[config.mk]
export PLATFORM = sky130hd
export DESIGN_NAME = gather_desc_seq
export DESIGN_NICKNAME = d
export VERILOG_FILES = /design/src/rtl/gds_pkg.sv /design/src/rtl/gds_swap.sv /design/src/rtl/gds_rdcmd.sv /design/src/rtl/gds_chain.sv /design/src/rtl/gather_desc_seq.sv
export SDC_FILE = /design/constraint.sdc
export NUM_CORES = 1
export LEC_CHECK = 0
export BUFFER_PORTS_ARGS = -buffer_cell sky130_fd_sc_hd__buf_2
export CORE_AREA = 2 2 172 174
export CTS_CLUSTER_DIAMETER = 80
export DETAILED_ROUTE_END_ITERATION = 12
export DIE_AREA = 0 0 174 176
export GPL_ROUTABILITY_DRIVEN = 1
export PLACE_DENSITY = 0.5
export SLEW_MARGIN = 20
export SYNTH_ARGS = -nofsm -noshare
export SYNTH_HDL_FRONTEND = slang
export SYNTH_HIERARCHICAL = 1
export SYNTH_SLANG_ARGS = --single-unit
export TNS_END_PERCENT = 10
[constraint.sdc]
create_clock -name clk -period 2.5 [get_ports clk]
set_input_delay 0.5 -clock clk [delete_from_list [all_inputs] [get_ports clk]]
set_output_delay 0.5 -clock clk [all_outputs]
set_load 0.05 [all_outputs]
[src/rtl/gds_pkg.sv]
package gds_pkg;
  localparam int PTR_W    = 40;
  localparam int LEN_W    = 16;
  localparam int META_W   = 16;
  localparam int POS_HASH = 40;
  localparam int POS_SSW  = 41;
  localparam int POS_DSW  = 42;
  localparam int POS_CHN  = 43;
  localparam int POS_BAR  = 45;
  localparam int POS_LEN  = 48;
  localparam int POS_META = 64;

  typedef struct packed {
    logic [PTR_W-1:0]  ptr;
    logic [LEN_W-1:0]  len;
    logic              hash_en;
    logic              src_sw;
    logic              dst_sw;
    logic              chain;
    logic              barrier;
    logic [META_W-1:0] meta;
  } dfield_t;

  function automatic dfield_t unpack_desc(input logic [127:0] d);
    dfield_t f;
    f.ptr     = d[PTR_W-1:0];
    f.len     = d[POS_LEN +: LEN_W];
    f.hash_en = d[POS_HASH];
    f.src_sw  = d[POS_SSW];
    f.dst_sw  = d[POS_DSW];
    f.chain   = d[POS_CHN];
    f.barrier = d[POS_BAR];
    f.meta    = d[POS_META +: META_W];
    return f;
  endfunction
endpackage

[src/rtl/gds_swap.sv]
module gds_swap #(
  parameter int LANES = 4
) (
  input  logic               en,
  input  logic [8*LANES-1:0] din,
  output logic [8*LANES-1:0] dout
);
  logic [8*LANES-1:0] rev;

  for (genvar i = 0; i < LANES; i++) begin : g_lane
    assign rev[8*i +: 8] = din[8*(LANES-1-i) +: 8];
  end

  assign dout = en ? rev : din;

  // lowest output byte comes from the top input byte when enabled
  always_comb begin
    if (en) begin
      p_swap_ends_r7: assert (dout[7:0] == din[8*LANES-1 -: 8]);
    end
  end
endmodule

[src/rtl/gds_rdcmd.sv]
module gds_rdcmd
  import gds_pkg::*;
#(
  parameter int ADDR_W = 37,
  localparam int USER_W = PTR_W - ADDR_W
) (
  input  logic              clk,
  input  logic              rst_n,
  input  logic              load,
  input  dfield_t           f,
  input  logic              rd_ready,
  output logic              rd_valid,
  output logic [ADDR_W-1:0] rd_addr,
  output logic [USER_W-1:0] rd_user,
  output logic              rd_vc,
  output logic [LEN_W-1:0]  rd_len,
  output logic              rd_barrier,
  output logic              stall
);
  logic issue_evt;
  assign issue_evt = load && (f.len != '0);
  assign stall     = rd_valid && !rd_ready;

  always_ff @(posedge clk) begin
    if (!rst_n) begin
      rd_valid   <= 1'b0;
      rd_addr    <= '0;
      rd_user    <= '0;
      rd_vc      <= 1'b0;
      rd_len     <= '0;
      rd_barrier <= 1'b0;
    end else if (issue_evt) begin
      rd_valid   <= 1'b1;
      rd_addr    <= f.ptr[ADDR_W-1:0];
      rd_user    <= f.ptr[PTR_W-1:ADDR_W];
      rd_vc      <= f.ptr[PTR_W-1];
      rd_len     <= f.len;
      rd_barrier <= f.barrier;
    end else if (rd_ready) begin
      rd_valid   <= 1'b0;
    end
  end

  p_issue_r2: assert property (@(posedge clk) disable iff (!rst_n)
    issue_evt |=> rd_valid);
  p_hold_r2: assert property (@(posedge clk) disable iff (!rst_n)
    stall |=> rd_valid && $stable(rd_addr) && $stable(rd_len) && $stable(rd_user));
  p_zero_len_r4: assert property (@(posedge clk) disable iff (!rst_n)
    (load && f.len == '0) |=> !rd_valid);
endmodule

[src/rtl/gds_chain.sv]
module gds_chain
  import gds_pkg::*;
#(
  parameter int CNT_W = 24
) (
  input  logic              clk,
  input  logic              rst_n,
  input  logic              load,
  input  dfield_t           f,
  output logic              hash_en,
  output logic              src_sw,
  output logic              dst_sw,
  output logic [META_W-1:0] meta,
  output logic              done_valid,
  output logic [CNT_W-1:0]  done_bytes
);
  logic             cyc_open;
  logic [CNT_W-1:0] acc;
  logic [CNT_W-1:0] base;
  logic [CNT_W-1:0] sum;
  logic             open_evt;
  logic             close_evt;

  assign base      = cyc_open ? acc : '0;
  assign sum       = base + CNT_W'(f.len);
  assign open_evt  = load && !cyc_open;
  assign close_evt = load && !f.chain;

  always_ff @(posedge clk) begin
    if (!rst_n) begin
      cyc_open   <= 1'b0;
      acc        <= '0;
      hash_en    <= 1'b0;
      src_sw     <= 1'b0;
      dst_sw     <= 1'b0;
      meta       <= '0;
      done_valid <= 1'b0;
      done_bytes <= '0;
    end else begin
      done_valid <= close_evt;
      if (open_evt) begin
        hash_en <= f.hash_en;
        src_sw  <= f.src_sw;
        dst_sw  <= f.dst_sw;
        meta    <= f.meta;
      end
      if (load) begin
        cyc_open <= f.chain;
        acc      <= sum;
      end
      if (close_evt) done_bytes <= sum;
    end
  end

  p_ctrl_keep_r5: assert property (@(posedge clk) disable iff (!rst_n)
    (load && cyc_open) |=> $stable({hash_en, src_sw, dst_sw, meta}));
  p_done_end_r6: assert property (@(posedge clk) disable iff (!rst_n)
    close_evt |=> done_valid);
  p_done_only_r6: assert property (@(posedge clk) disable iff (!rst_n)
    !close_evt |=> !done_valid && $stable(done_bytes));
endmodule

[src/rtl/gather_desc_seq.sv]
module gather_desc_seq
  import gds_pkg::*;
#(
  parameter int ADDR_W = 37,
  parameter int CNT_W  = 24,
  localparam int USER_W = PTR_W - ADDR_W
) (
  input  logic              clk,
  input  logic              rst_n,
  input  logic              desc_valid,
  output logic              desc_ready,
  input  logic [127:0]      desc_data,
  output logic              rd_valid,
  input  logic              rd_ready,
  output logic [ADDR_W-1:0] rd_addr,
  output logic [USER_W-1:0] rd_user,
  output logic              rd_vc,
  output logic [LEN_W-1:0]  rd_len,
  output logic              rd_barrier,
  output logic              cyc_hash_en,
  output logic              cyc_src_swap,
  output logic              cyc_dst_swap,
  output logic [META_W-1:0] cyc_meta,
  output logic              done_valid,
  output logic [CNT_W-1:0]  done_bytes,
  input  logic [31:0]       rdat_in,
  output logic [31:0]       rdat_out,
  input  logic [31:0]       wdat_in,
  output logic [31:0]       wdat_out
);
  dfield_t fld;
  logic    cmd_stall;
  logic    accept_evt;

  assign fld        = unpack_desc(desc_data);
  assign desc_ready = !cmd_stall;
  assign accept_evt = desc_valid && desc_ready;

  gds_rdcmd #(.ADDR_W(ADDR_W)) u_rdcmd (
    .clk(clk), .rst_n(rst_n), .load(accept_evt), .f(fld),
    .rd_ready(rd_ready), .rd_valid(rd_valid), .rd_addr(rd_addr),
    .rd_user(rd_user), .rd_vc(rd_vc), .rd_len(rd_len),
    .rd_barrier(rd_barrier), .stall(cmd_stall)
  );

  gds_chain #(.CNT_W(CNT_W)) u_chain (
    .clk(clk), .rst_n(rst_n), .load(accept_evt), .f(fld),
    .hash_en(cyc_hash_en), .src_sw(cyc_src_swap), .dst_sw(cyc_dst_swap),
    .meta(cyc_meta), .done_valid(done_valid), .done_bytes(done_bytes)
  );

  gds_swap #(.LANES(4)) u_rswap (.en(cyc_src_swap), .din(rdat_in), .dout(rdat_out));
  gds_swap #(.LANES(4)) u_wswap (.en(cyc_dst_swap), .din(wdat_in), .dout(wdat_out));

  p_addr_r1: assert property (@(posedge clk) disable iff (!rst_n)
    (accept_evt && fld.len != '0) |=>
      rd_addr == $past(desc_data[ADDR_W-1:0]) && rd_vc == $past(desc_data[PTR_W-1]));
  p_back_press_r3: assert property (@(posedge clk) disable iff (!rst_n)
    (desc_valid && !desc_ready) |=> rd_valid);
endmodule

* Word level (Yosys, flattened, before mapping) *
Index checks and enable logic that the tools add are counted.

word-level totals
  bits in registers = 128
  input bits = 196
  output and inout port bits = 168
  word-level logic and storage cells = 31

operators by class
  $add $sub $neg = 1
  mux-type cells = 5
  reduce and logical (&&, ||, !) cells = 11

operator list
  operator                 number
  two-way mux 32 bit       2
  adder 24 x 16 -> 24 bit  1
  two-way mux 24 bit       1
  nonzero test 16 bit      1
  logical AND 1 bit        5
  logical NOT 1 bit        4
  two-way mux 1 bit        2
  nonzero test 2 bit       1

* Depth between registers and ports, before layout *
  word-level depth = 6
  depth in mapped cells = 13
  mapped depth without buffers = 10

* Hierarchy *
Netlist, hierarchy kept.

modules (own cells, without submodules)
  module           instances  cells each  area each (µm²)  seq. area each (µm²)
  gds_chain        1          455         3737.3           1381.3
  gds_rdcmd        1          257         2302.2           1161.1
  gds_swap         2          36          544.3            0.0
  gather_desc_seq  1          2           10.0             0.0

* Worst setup path after synthesis *
No wires, ideal clock.

  kind = register -> register
  start = register u_chain.cyc_open
  end = register u_chain.done_bytes[22]
  library setup time = 0.120 ns
  data arrival time = 2.584 ns
  data required time = 2.380 ns
  path slack = -0.204 ns
  stages on the path, launching flop included = 14
  path buffers = 4
  clock period less this slack = 2.704 ns
  cell sequence = dfxtp_1 > clkbuf_1 > clkbuf_1 > and2_1 > ha_1 > buf_4 > nand2_1 > o21ai_1 > a221oi_2 > o21ai_2 > a31oi_4 > buf_6 > nor4_1 > o31a_1

on the way
  word-level cells in the longest chain between the ends = 2

RTL lines
  element                   line             RTL
  start: declaration        gds_chain.sv:17  logic cyc_open;
  start signal: assignment  gds_chain.sv:48  cyc_open <= f.chain;
  two-way mux 24 bit        gds_chain.sv:24  assign base = cyc_open ? acc : '0;
  adder 24 x 16 -> 24 bit   gds_chain.sv:25  assign sum = base + CNT_W'(f.len);
  end signal: assignment    gds_chain.sv:51  if (close_evt) done_bytes <= sum;
  end: declaration          gds_chain.sv:15  output logic [CNT_W-1:0] done_bytes

Every way passes these cells.
A chain may end at the register's enable or synchronous reset.

* Worst setup path after layout *
Ends and elaborated chain as after synthesis.

==> qor.tcl <==
set qor(worst_slew_margin_rel) 0.3448
set qor(finalSetupViolations) 4
set qor(synth_compound_area_frac) 0.09798
set qor(internal_power_w) 0.004108
set qor(clk-insertion-delay-late_ns) 0.42
set qor(worstPathArrival_ns) 2.85
set qor(maximum_number_of_pins_on_one_net_before_global_route_repair) 134
set qor(share_seq_of_total_power) 0.335
set qor(dominant_synthesized_flop_cell) {dfxtp_1}
set qor(largest_family_of_logic_cells_by_synthesized_area) {multiplexers}
set qor(yosys-mux-area-fraction) 0.2338
set qor(postSynthAreaPerCell_um2) 9.082
set qor(die_height_um) 176
set qor(power.switching_fraction) 0.3760
set qor(power_frac_clock) 0.395
set qor(number_of_design_rule_violations_left_by_the_first_detailed_router_iteration) 293
set qor(synthDistinctLibCells) 68
set qor(reg2regPathDepth) 10
set qor(worstHoldEndpoint) {u_rdcmd/rd_addr[8]$_SDFFE_PN0P_}
set qor(drt-wirelength-per-cell_um) 15.36
set qor(clk_transition_reported_paths_ns) 0.08
set qor(via_per_inst) 4.394
set qor(timing.critical_path.required_ns) 2.82
set qor(synth_area_in_xor_xnor) 0.01718
set qor(syn_inst) 786
set qor(crit_path_start_kind) {register}
set qor(r2r-end) {u_chain/done_bytes[22]$_SDFFE_PN0P_}
set qor(cts.hold.buffers_added) 0
set qor(cts-root-buf) {clkbuf_16}
set qor(tritoncts.num_buffers) 17
set qor(initial_antenna_violation_count) 3
set qor(finish.utilization) 0.3583
set qor(synth_adder_area_share) 0.03085
set qor(core_area_um2) 28550
set qor(ctsLongestPathBuffers) 2
set qor(fin_hold_ws_ns) 0.3058
set qor(post_route_cells_drive_above_1_share) 0.4637
set qor(run_status) {complete, but fails checks}
set qor(syn_to_final_growth_pct) 43.28
set qor(drc) 0
set qor(yosys.area.top_type_share) 0.3562
set qor(critical_path_class) {register to register}
set qor(synth_top_area_cell) {dfxtp_1}
set qor(vias) 6723
set qor(place.detailed.hpwl_um) 17770
set qor(setup-tns-final_ns) -0.1102
set qor(finalNetCount) 1343
set qor(floorplan.initialDensity) 0.2500
set qor(netlist_top_cells_area) {dfxtp_1, mux2_4, nand2_1, mux2i_1, a21oi_1}
set qor(synth_seq_cells) 127
set qor(regToRegStartpoint) {u_chain/cyc_open$_SDFFE_PN0P_}
set qor(static-leakage-power_nw) 4.876
set qor(total_routing_usage_gr) 0.1479
set qor(first_global_vias) 6553
set qor(number_of_stages_on_the_worst_hold_path) 3
set qor(hold_path.class) {input pin to register}
set qor(die_width_um) 174
set qor(route.antenna.remaining_nets) 0
set qor(ff2ff_setup_slack_ns) -0.03
set qor(synth_enable_flop_cells) 0
set qor(total_number_of_h_tree_levels) 4
set qor(rsz0062_at_grt) {true}
set qor(final-hold-violation-count) 0
set qor(min_period_over_period) 1.013
set qor(startpoint_of_the_tightest_hold_check_path) {desc_data[8]}
set qor(die_area_um2) 30620
set qor(floorplan.rows) 62
set qor(worst-slew-pin-transition_ns) 0.9784
set qor(portBuffers) 312
set qor(net_count_synth) 999
set qor(timing.final.max_slew_violations) 0
set qor(number_of_i_o_pins) 364
set qor(globalRouteOverflowTotal) 0
set qor(setup_ws_ns) -0.03329
set qor(synthArstFlopShare) 0
set qor(drt_wl_total_um) 23500
set qor(maxClockFrequency_mhz) 394.7
set qor(power.total_w) 0.006583
set qor(failing_checks) {setup timing}
set qor(yosysSeqAreaShare) 0.3562
set qor(worstSetupEndpointType) {register}
set qor(netlist_area_um2) 7138
set qor(power_per_cell_area_nw_per_um2) 643.7
set qor(cap_violations) 0
set qor(tritoncts_clock_tree) {done}
set qor(worst_ir_drop_vdd_v) 0.0003565
set qor(clock_skew_ns) 0.01047
set qor(post_synth_and_or_nand_nor_area_fraction) 0.2060
set qor(detail_route.first_pass.iterations) 4
set qor(clock_tree_sinks) 127
set qor(net-switching-power_w) 0.002475
set qor(crit_path_max_fanout) 8
set qor(wire_length_of_the_first_global_routing_pass_um) 35620
set qor(final_weighted_congestion_in_routability_driven_placement) 0.8144
set qor(yosysWarnings) 6
set qor(share_comb_of_total_power) 0.269
set qor(min_period_ns) 2.533
-- through the flow --
step	setup slack (ns)	cell area [um2]	std cells
finish	-0.03329	10230	1530
global route	-0.1794	10230	1530
global placement	-0.1941	9398	1492
detailed placement	-0.1960	9398	1492
CTS	-0.06855	10130	1527
floorplan	-0.004573	7194	786
-- how the worst max path moves through the flow --
stage                                              from                                  end  slack [ns]  depth (start not counted)
after floorplan           u_chain/cyc_open$_SDFFE_PN0P_         u_chain/acc[22]$_SDFFE_PN0P_      -0.005                         12
after global placement                    desc_data[48]         u_chain/acc[16]$_SDFFE_PN0P_       -0.19                         10
final                     u_chain/cyc_open$_SDFFE_PN0P_  u_chain/done_bytes[22]$_SDFFE_PN0P_       -0.03                         10
after global routing      u_chain/cyc_open$_SDFFE_PN0P_  u_chain/done_bytes[22]$_SDFFE_PN0P_       -0.18                         11
after CTS                 u_chain/cyc_open$_SDFFE_PN0P_  u_chain/done_bytes[22]$_SDFFE_PN0P_       -0.07                         11
after detailed placement                  desc_data[48]         u_chain/acc[16]$_SDFFE_PN0P_       -0.20                         10
-- state kept, by name, summed over array words and instances (netlist names), 3 cells and up --
register            count
u_rdcmd/rd_len         16
u_chain/done_bytes     24
u_rdcmd/rd_addr        37
u_chain/meta           16
u_chain/acc            24
u_rdcmd/rd_user         3
-- power groups by stage --
stage	Combinational (W)	Clock [W]	Sequential [W]
2_1_floorplan	0.000924	0	0.00261
3_3_place_gp	0.00175	0	0.00225
3_5_place_dp	0.00176	0	0.00225
4_1_cts	0.00178	0.00270	0.00221
5_1_grt	0.00188	0.00278	0.00222
6_report	0.00177	0.00260	0.00221
-- cells in the final DEF, fill, tap and decap left out, types with 4 or more instances in the layout --
cell,instances
nor3_1,5
a21oi_1,46
inv_8,4
nand3_1,13
and2_4,5
mux2_4,61
nand4_1,5
nand2b_1,9
dfxtp_1,124
clkbuf_16,17
nor3b_1,4
o21ai_0,8
inv_1,4
ha_4,8
mux2_2,5
xnor2_1,8
buf_2,311
nor2_1,30
o21a_1,4
buf_4,64
and2_1,14
a21oi_2,5
nand2_1,203
a21o_1,6
mux2i_1,70
clkinv_8,8
nor2b_1,4
ha_1,7
buf_6,4
xor2_1,6
a211oi_1,5
nor4_1,6
-- synthesized netlist by cell type (5+ instances only) --
library cell	n
clkbuf_1	30
nand4_1	5
nor2b_1	7
a21oi_1	48
nand3_1	13
nand2_1	203
xor2_1	6
a211oi_1	5
nor4_1	8
o21ai_0	10
buf_12	6
a21o_1	6
mux2_4	60
buf_1	5
nor3_1	5
mux2i_1	70
buf_4	5
inv_1	5
xnor2_1	8
nand2b_1	9
nor2_1	31
and2_1	19
mux2_2	6
ha_1	16
dfxtp_1	127
-- cell families after synthesis --
logic type               count (synthesis)
AND/OR/NAND/NOR                        323
buffers and inverters                   62
XOR/XNOR                                14
AO/OA/AOI/OAI                          107
flip-flops                             127
multiplexers                           136
adder cells (fa/ha/maj)                 17
-- metal layers --
metal  global-route usage  share of wire  vias up
li1                     -              -     3400
met1               0.1612           0.40     3070
met2               0.2757           0.52      227
met3              0.04048          0.063       26
met4              0.05042          0.022        0
met5                    0              0        -
-- area by class of cell --
type,count,area [um2]
fill,3025,18320
multi-input combinational,597,4395
sequential,127,2549
timing repair buffer,382,2142
tap,384,480.5
clock buffer,17,425.4
clock inverter,15,209.0
inverter,5,18.77
antenna,3,7.507
-- timing repair --
item	4_1_cts	5_1_grt
pin swaps	7	10
buffers inserted	3	0
setup endpoints to repair	19	23
resized for setup	16	17
-- critical path, cell delays in order (launching register included) --
cell and delay (ns):
dfxtp_4 0.38, and2_1 0.15, ha_1 0.35, a21o_1 0.19, a21o_1 0.18, a221oi_2 0.27
o21ai_2 0.13, a31oi_4 0.35, buf_6 0.16, nor4_2 0.03, o31a_1 0.24
Note: power is estimated with default switching activity, not from simulation.
